## src/rtl/sfr_pkg.sv

```systemverilog
package sfr_pkg;

  typedef enum logic [2:0] {
    ST_IDLE,
    ST_WAIT_FLAG,
    ST_ASSERT_OE,
    ST_READ,
    ST_DRAIN,
    ST_DONE
  } rdState_t;

  // strobes from control to datapath/bus, active-low bus pins plus a clear
  typedef struct packed {
    logic csN;
    logic oeN;
    logic rdN;
    logic clrCount;
  } busStrobes_t;

endpackage

```

## src/rtl/sfr_flag_delay.sv

```systemverilog
module sfr_flag_delay #(
  parameter int DEPTH = 2
) (
  input  logic clk,
  input  logic rst,
  input  logic flagRaw,
  output logic flagSeen
);

  logic [DEPTH-1:0] stage;

  always_ff @(posedge clk) begin
    if (rst) begin
      stage <= '0;
    end else begin
      stage[0] <= flagRaw;
      for (int i = 1; i < DEPTH; i++) begin
        stage[i] <= stage[i-1];
      end
    end
  end

  assign flagSeen = stage[DEPTH-1];

endmodule

```

## src/rtl/sfr_control.sv

```systemverilog
module sfr_control
  import sfr_pkg::*;
#(
  parameter int FULL_WORDS = 512,
  parameter int LAT        = 2
) (
  input  logic        clk,
  input  logic        rst,
  input  logic        start,
  input  logic        flagSeen,
  output busStrobes_t strobes,
  output logic        burstDone
);

  localparam int ISS_W = $clog2(FULL_WORDS + 1);

  rdState_t         state, nextState;
  logic [ISS_W-1:0] issued;
  logic [1:0]       drainCnt;
  logic             lastRead;
  logic             drainEnd;

  assign lastRead = (issued == ISS_W'(FULL_WORDS - 1));
  assign drainEnd = (drainCnt == 2'(LAT - 2));

  always_comb begin
    nextState = state;
    case (state)
      ST_IDLE:      if (start) nextState = ST_WAIT_FLAG;
      ST_WAIT_FLAG: if (flagSeen) nextState = ST_ASSERT_OE;
      ST_ASSERT_OE: nextState = ST_READ;
      ST_READ:      if (!flagSeen || lastRead) nextState = ST_DRAIN;
      ST_DRAIN:     if (drainEnd) nextState = ST_DONE;
      ST_DONE:      nextState = ST_IDLE;
      default:      nextState = ST_IDLE;
    endcase
  end

  always_ff @(posedge clk) begin
    if (rst) begin
      state    <= ST_IDLE;
      issued   <= '0;
      drainCnt <= '0;
    end else begin
      state <= nextState;
      if (state == ST_ASSERT_OE) begin
        issued <= '0;
      end else if (state == ST_READ) begin
        issued <= issued + 1'b1;
      end
      if (state == ST_DRAIN) begin
        drainCnt <= drainCnt + 1'b1;
      end else begin
        drainCnt <= '0;
      end
    end
  end

  always_comb begin
    strobes = '{csN: 1'b1, oeN: 1'b1, rdN: 1'b1, clrCount: 1'b0};
    case (state)
      ST_WAIT_FLAG: strobes.csN = 1'b0;
      ST_ASSERT_OE: begin
        strobes.csN      = 1'b0;
        strobes.oeN      = 1'b0;
        strobes.clrCount = 1'b1;
      end
      ST_READ: begin
        strobes.csN = 1'b0;
        strobes.oeN = 1'b0;
        strobes.rdN = 1'b0;
      end
      ST_DRAIN: begin
        strobes.csN = 1'b0;
        strobes.oeN = 1'b0;
      end
      default: ;
    endcase
  end

  assign burstDone = (state == ST_DONE);

  assert_oe_leads_rd_R4: assert property (@(posedge clk) disable iff (rst)
    $fell(strobes.rdN) |-> $past(!strobes.oeN))
    else $error("oeN not low before rdN fell");

  assert_rd_gated_by_flag_R4: assert property (@(posedge clk) disable iff (rst)
    $fell(strobes.rdN) |-> $past(flagSeen, 2))
    else $error("rdN fell without delayed flag");

  assert_stop_on_empty_R5: assert property (@(posedge clk) disable iff (rst)
    (!strobes.rdN && !flagSeen) |=> strobes.rdN)
    else $error("rdN held after empty seen");

  assert_full_cap_R8: assert property (@(posedge clk) disable iff (rst)
    !strobes.rdN |-> (issued < ISS_W'(FULL_WORDS)))
    else $error("read count beyond full packet");

  assert_cs_covers_R3: assert property (@(posedge clk) disable iff (rst)
    (!strobes.rdN || !strobes.oeN) |-> !strobes.csN)
    else $error("strobe active without chip select");

  assert_done_pulse_R9: assert property (@(posedge clk) disable iff (rst)
    burstDone |=> !burstDone)
    else $error("done longer than one cycle");

endmodule

```

## src/rtl/sfr_datapath.sv

```systemverilog
module sfr_datapath
  import sfr_pkg::*;
#(
  parameter int DATA_W = 16,
  parameter int LAT    = 2,
  parameter int CNT_W  = 10
) (
  input  logic              clk,
  input  logic              rst,
  input  busStrobes_t       strobes,
  input  logic              flagRaw,
  input  logic [DATA_W-1:0] busData,
  output logic              outValid,
  output logic [DATA_W-1:0] outData,
  output logic [CNT_W-1:0]  wordCount
);

  generate
    if (LAT < 2 || LAT > 3) begin : g_bad_lat
      $error("LAT must be 2 or 3");
    end
  endgenerate

  // marks read slots that will return a real word
  logic [LAT-2:0] slotPipe;
  logic           capture;

  assign capture = slotPipe[LAT-2];

  always_ff @(posedge clk) begin
    if (rst) begin
      slotPipe  <= '0;
      outValid  <= 1'b0;
      outData   <= '0;
      wordCount <= '0;
    end else begin
      slotPipe[0] <= !strobes.rdN && flagRaw;
      for (int i = 1; i < LAT - 1; i++) begin
        slotPipe[i] <= slotPipe[i-1];
      end
      outValid <= capture;
      if (capture) begin
        outData <= busData;
      end
      if (strobes.clrCount) begin
        wordCount <= '0;
      end else if (capture) begin
        wordCount <= wordCount + 1'b1;
      end
    end
  end

  assert_valid_after_read_R6: assert property (@(posedge clk) disable iff (rst)
    outValid |-> $past(!strobes.rdN, LAT))
    else $error("valid word without matching read");

  assert_no_clear_in_flight_R9: assert property (@(posedge clk) disable iff (rst)
    strobes.clrCount |-> !capture)
    else $error("count cleared with word in flight");

endmodule

```

## src/rtl/slave_fifo_reader.sv

```systemverilog
module slave_fifo_reader
  import sfr_pkg::*;
#(
  parameter int DATA_W     = 16,
  parameter int FULL_WORDS = 512,
  parameter int LAT        = 2,
  parameter int FLAG_DLY   = 2,
  localparam int CNT_W     = $clog2(FULL_WORDS + 1)
) (
  input  logic              clk,
  input  logic              rst,
  input  logic              start,
  input  logic              bufFlag,
  input  logic [DATA_W-1:0] busData,
  output logic              csN,
  output logic              oeN,
  output logic              rdN,
  output logic              wrN,
  output logic              pktEndN,
  output logic              outValid,
  output logic [DATA_W-1:0] outData,
  output logic [CNT_W-1:0]  burstCount,
  output logic              burstDone
);

  busStrobes_t strobes;
  logic        flagSeen;

  sfr_flag_delay #(.DEPTH(FLAG_DLY)) u_flagDelay (
    .clk      (clk),
    .rst      (rst),
    .flagRaw  (bufFlag),
    .flagSeen (flagSeen)
  );

  sfr_control #(.FULL_WORDS(FULL_WORDS), .LAT(LAT)) u_control (
    .clk       (clk),
    .rst       (rst),
    .start     (start),
    .flagSeen  (flagSeen),
    .strobes   (strobes),
    .burstDone (burstDone)
  );

  sfr_datapath #(.DATA_W(DATA_W), .LAT(LAT), .CNT_W(CNT_W)) u_datapath (
    .clk       (clk),
    .rst       (rst),
    .strobes   (strobes),
    .flagRaw   (bufFlag),
    .busData   (busData),
    .outValid  (outValid),
    .outData   (outData),
    .wordCount (burstCount)
  );

  assign csN     = strobes.csN;
  assign oeN     = strobes.oeN;
  assign rdN     = strobes.rdN;
  assign wrN     = 1'b1;
  assign pktEndN = 1'b1;

endmodule

```

## config.mk

```make
export PLATFORM = sky130hd
export DESIGN_NAME = slave_fifo_reader
export DESIGN_NICKNAME = d
export VERILOG_FILES = /design/src/rtl/sfr_pkg.sv /design/src/rtl/sfr_flag_delay.sv /design/src/rtl/sfr_control.sv /design/src/rtl/sfr_datapath.sv /design/src/rtl/slave_fifo_reader.sv
export SDC_FILE = /design/constraint.sdc
export NUM_CORES = 1
export LEC_CHECK = 0
export BUFFER_PORTS_ARGS = -buffer_cell sky130_fd_sc_hd__buf_2
export CORE_ASPECT_RATIO = 0.8
export CORE_UTILIZATION = 50
export CTS_CLUSTER_SIZE = 16
export DETAILED_ROUTE_END_ITERATION = 10
export HOLD_SLACK_MARGIN = 0.15
export PLACE_DENSITY = 0.77
export SYNTH_ARGS = -nofsm -noshare
export SYNTH_HDL_FRONTEND = slang
export SYNTH_SLANG_ARGS = --single-unit
```

## constraint.sdc

```tcl
create_clock -name clk -period 1.69 [get_ports clk]
set_clock_uncertainty 0.15 [all_clocks]
set_input_delay 0.0845 -clock clk [delete_from_list [all_inputs] [get_ports clk]]
set_output_delay 0.0845 -clock clk [all_outputs]
set_load 0.01 [all_outputs]
```

### Word-level counts from Yosys, hierarchy flattened

Cells that the tools add are included.

| operators by class | value |
|---|---|
| $add $sub $neg | 3 |
| eq/ne operators | 10 |
| multiplexer cells | 9 |
| bitwise logic cells | 1 |
| reductions and logical operators | 11 |

Operators with widths:

| kind | count |
|---|---|
| $add A10 B1 Y10 const B | 2 |
| $pmux W3 S5 | 1 |
| $mux W3 | 4 |
| $eq A10 B9 Y1 const B | 1 |
| $eq A3 B2 Y1 const B | 2 |
| $eq A3 B3 Y1 const B | 2 |
| $reduce_or A2 Y1 | 3 |
| $mux W1 | 4 |
| $ne A2 B1 Y1 const B | 2 |
| $ne A2 B2 Y1 const B | 2 |
| $reduce_and A4 Y1 | 1 |
| $reduce_or A4 Y1 | 1 |
| $eq A3 B1 Y1 const B | 1 |
| $logic_not A3 Y1 | 1 |
| $reduce_or A3 Y1 | 1 |
| $add A2 B1 Y2 const B | 1 |
| $logic_not A2 Y1 | 1 |
| $logic_and A1 B1 Y1 | 1 |
| $logic_not A1 Y1 | 1 |
| $logic_or A1 B1 Y1 | 1 |
| $not A1 Y1 | 1 |

| storage, ports and cells | value |
|---|---|
| register bits | 45 |
| input port bits | 20 |
| output and inout port bits | 33 |
| logic and storage cells | 42 |

### Depth between registers and ports, before layout

| depth | value |
|---|---|
| word-level depth | 4 |
| gate-level depth with buffers | 6 |
| mapped depth without buffers | 5 |

### Cells and area by module

From an unflattened synthesis, not the netlist that was laid out.

| unflattened totals | value |
|---|---|
| cell total of the unflattened synthesis | 202 |
| area total of the unflattened synthesis | 1915.6 um2 |

By module, submodules not included:

| module | instances | cells an instance | area each (um2) | seq. area each (um2) |
|---|---|---|---|---|
| sfr_datapath | 1 | 107 | 1058.5 | 560.5 |
| sfr_control | 1 | 88 | 785.8 | 300.3 |
| sfr_flag_delay | 1 | 4 | 52.6 | 40.0 |
| slave_fifo_reader | 1 | 3 | 18.8 | 0.0 |

### Worst setup path after synthesis

No wires, ideal clock.

| path | value |
|---|---|
| kind | flip-flop to flip-flop |
| start point | register u_datapath.wordCount[0] |
| end point | register u_datapath.wordCount[8] |
| library setup time | 0.070 ns |
| data arrival time | 1.311 ns |
| required time | 1.470 ns |
| setup slack | 0.159 ns |
| cell stages (with the launch flop) | 5 |
| path buffers | 0 |
| clock period less this slack | 1.531 ns |
| cell sequence | dfxtp_1 -> ha_1 -> inv_1 -> or4_1 -> a21oi_1 |

| between the ends | value |
|---|---|
| longest elaborated chain between the ends | 1 |

Ends and longest elaborated chain:

| element | RTL line | source |
|---|---|---|
| start: declaration | sfr_datapath.sv:15 | `output logic [CNT_W-1:0] wordCount` |
| start signal: assignment | sfr_datapath.sv:48 | `wordCount <= wordCount + 1'b1;` |
| $add A10 B1 Y10 | sfr_datapath.sv:48 |  |

Every way passes these cells.
A chain may end at the register's enable or synchronous reset.

### Final worst setup path

| path | value |
|---|---|
| start point | register u_control.state[2] |
| end point | register u_control.issued[6] |

| between the ends | value |
|---|---|
| longest elaborated chain between the ends | 2 |
| elaborated cells on any way between the ends | 3 |
| classes of those cells | eq/ne: 2; reduce/logical: 1 |

Ends and longest elaborated chain:

| element | RTL line | source |
|---|---|---|
| start: declaration | sfr_control.sv:17 | `rdState_t state, nextState;` |
| start signal: assignment | sfr_control.sv:45 | `state <= nextState;` |
| $eq A3 B2 Y1 | sfr_control.sv:46 | `if (state == ST_ASSERT_OE) begin` |
| $reduce_or A2 Y1 (no line) | - |  |
| end signal: assignment | sfr_control.sv:49 | `issued <= issued + 1'b1;` |
| end: declaration | sfr_control.sv:18 | `logic [ISS_W-1:0] issued;` |

Parallel ways exist; a longest one is shown, timed or not.

==> results.json <==
{
  "drc": 2,
  "max_freq_mhz": 627.7,
  "cp_max_fo": 16,
  "final_cell_area_um2": 2507,
  "gp_congestion": 0.7816,
  "synth_seq_cells": 45,
  "finalSetupTns_ns": 0,
  "core_um2": 3542,
  "io_buffers": 50,
  "cts-root-buf": "clkbuf_8",
  "num_io_pins": 53,
  "max_stage_delay_ns": 0.55,
  "min_period_ns": 1.593,
  "cp_data_arrival_time_ns": 1.68,
  "grt_max_degree": 25,
  "yosys_warnings": 0,
  "ys_seq_area_share_pct": 46.97,
  "cts_max_path_buffers": 2,
  "grt_remaining_overflow": 0,
  "ys_types": 38,
  "htreeDepth": 2,
  "critical_path_class": "flop to flop",
  "fin_nets": 292,
  "dpl.hpwl_um": 2478,
  "finalCritPeriodShare_pct": 94.27,
  "crit_slowest_cell": "or4_1",
  "violations": "DRC",
  "wl_per_cell_um": 13.16,
  "path_clk_slew_ns": 0.08,
  "grt_usage_pct": 21.06,
  "die-area_um2": 4089,
  "hold_path.class": "flop to flop",
  "p_per_area_nw_per_um2": 850.2,
  "max_cap_violations": 0,
  "cp-start-kind": "flop",
  "post_drt_via_cell_ratio": 5.253,
  "syn_area_um2": 1918,
  "cts_buffers": 5,
  "cp_cell_sequence": "nand3b_4, or4_1, a21oi_1",
  "vdd_drop_max_mv": 0.6247,
  "async_flop_share_pct": 0,
  "synth.avg_cell_area_um2": 9.687,
  "placed_area_um2": 2198,
  "area_delta_synth_final_pct": 30.72,
  "vias": 1639,
  "final_hold_viol_count": 0,
  "diodes": 0,
  "wirelength_um": 4107,
  "antenna_found_initial": 0,
  "setup_viol": 0,
  "rsz0062_at_grt": "no",
  "p_total_mw": 2.132,
  "clk_latency_ns": 0.31,
  "netlist_instances": 198,
  "first_pass_iters": 7,
  "end_kind": "flop",
  "cts_sinks": 45,
  "post_cts_resized": 0,
  "worstPathRequired_ns": 1.78,
  "post_cts_buffers": 0,
  "slew_viol_final": 0,
  "drt_iter0_drc": 53,
  "holdWs_ns": 0.2808,
  "power_leakage_nw": 1.047,
  "grt_pass1_wl_um": 6630,
  "synth_edf_count": 0,
  "start_util_pct": 54.15,
  "die_x_um": 71.25,
  "die_height_um": 57.40,
  "synth_ff_type": "dfxtp_1",
  "grt_pass1_vias": 1511,
  "num_rows": 19,
  "ctsHoldBuffers": 19,
  "status": "finished, violations left",
  "cts_tree": "built",
  "drtAntennaViolNets": 0,
  "drive_gt1_share_pct": 25.56
}
-- power breakdown --
part | internal, mW | switching, mW
Clock | 0.453 | 0.394
Combinational | 0.0991 | 0.0950
Sequential | 1.08 | 0.0150
-- cell families after synthesis --
group	count (synthesis)	share of synthesized area, %
XOR/XNOR	7	3.196
buffers and inverters	23	6.066
flip-flops	45	46.97
adder cells (fa/ha/maj)	3	1.957
AND/OR/NAND/NOR	70	20.87
other	1	0.1955
AO/OA/AOI/OAI	28	9.785
multiplexers	21	10.96
-- layout by cell type, fill, tap and decap left out, drive strengths merged --
cell type / instances
buf: 57
dfxtp: 45
nor2: 27
mux2i: 21
dlygate4sd3: 19
a21oi: 11
inv: 11
o31ai: 9
or4: 8
nand2: 7
nand3: 6
xor2: 5
clkbuf: 5
nand4: 5
nor2b: 4
nor4: 3
ha: 3
or3: 3
nand3b: 3
xnor2: 2
o21ai: 2
conb: 2
nor3b: 1
nor3: 1
or3b: 1
nand4b: 1
o41a: 1
a2111o: 1
a31oi: 1
a21o: 1
a221o: 1
o41ai: 1
bufinv: 1
clkinv: 1
-- state kept, by name, indices dropped and copies added (netlist names) --
| signal | flops |
|---|---|
| u_flagDelay.stage | 2 |
| u_control.drainCnt | 2 |
| u_datapath.capture | 1 |
| u_control.state | 3 |
| u_datapath.outData | 16 |
| u_datapath.outValid | 1 |
| u_datapath.wordCount | 10 |
| u_control.issued | 10 |
-- cells in the mapped netlist, drive strengths merged, types with 2 or more instances --
master / instances / area [um^2]
nand4: 5 / 46.29
nor4: 3 / 18.77
o31ai: 9 / 67.56
xnor2: 2 / 17.52
a21oi: 11 / 55.05
nand3b: 3 / 35.03
dfxtp: 45 / 900.9
inv: 10 / 37.54
xor2: 5 / 43.79
mux2i: 21 / 210.2
nor2b: 4 / 25.02
buf: 12 / 75.07
nor2: 27 / 101.4
nand3: 6 / 30.03
or3: 3 / 20.02
ha: 3 / 37.54
or4: 8 / 60.06
o21ai: 2 / 10.01
nand2: 7 / 33.78
-- layer usage --
layer	global-route usage (%)	vias to the layer above	part of all wire (%)
li1	-	839	-
met5	0	-	0
met1	25.58	746	47
met2	34.69	46	45
met4	9.429	0	1.7
met3	6.360	8	6.2
-- path summary, 6_finish.rpt --
check                           to                   from  cells past startpoint  slack, ns
min          u_control.drainCnt[0]  u_control.drainCnt[0]                      1       0.28
min reg2reg  u_control.drainCnt[0]  u_control.drainCnt[0]                      1       0.28
max reg2reg    u_control.issued[6]     u_control.state[2]                      3        0.1
max            u_control.issued[6]     u_control.state[2]                      3        0.1
-- layout make-up --
class / count / area [um^2]
multi-input combinational: 131 / 904.6
timing repair buffer: 76 / 493.0
sequential: 45 / 900.9
tap: 42 / 52.55
fill: 257 / 1035
inverter: 10 / 37.54
clock inverter: 3 / 50.05
clock buffer: 5 / 68.82
-- per-stage QoR --
step	worst slack [ns]	std cells	util [%]
finish	0.09691	312	70.79
global route	0.02749	312	70.79
CTS	0.09054	312	70.79
detailed placement	0.1101	285	62.06
global placement	0.1674	285	62.06
floorplan	0.1588	199	-
-- critical path, delay by kind of cell (launching register included) --
family	cells	cell delay, ns
compound gates	1	0.15
flops	1	0.40
simple gates	2	0.84
Power figures use the tool's default switching activity.
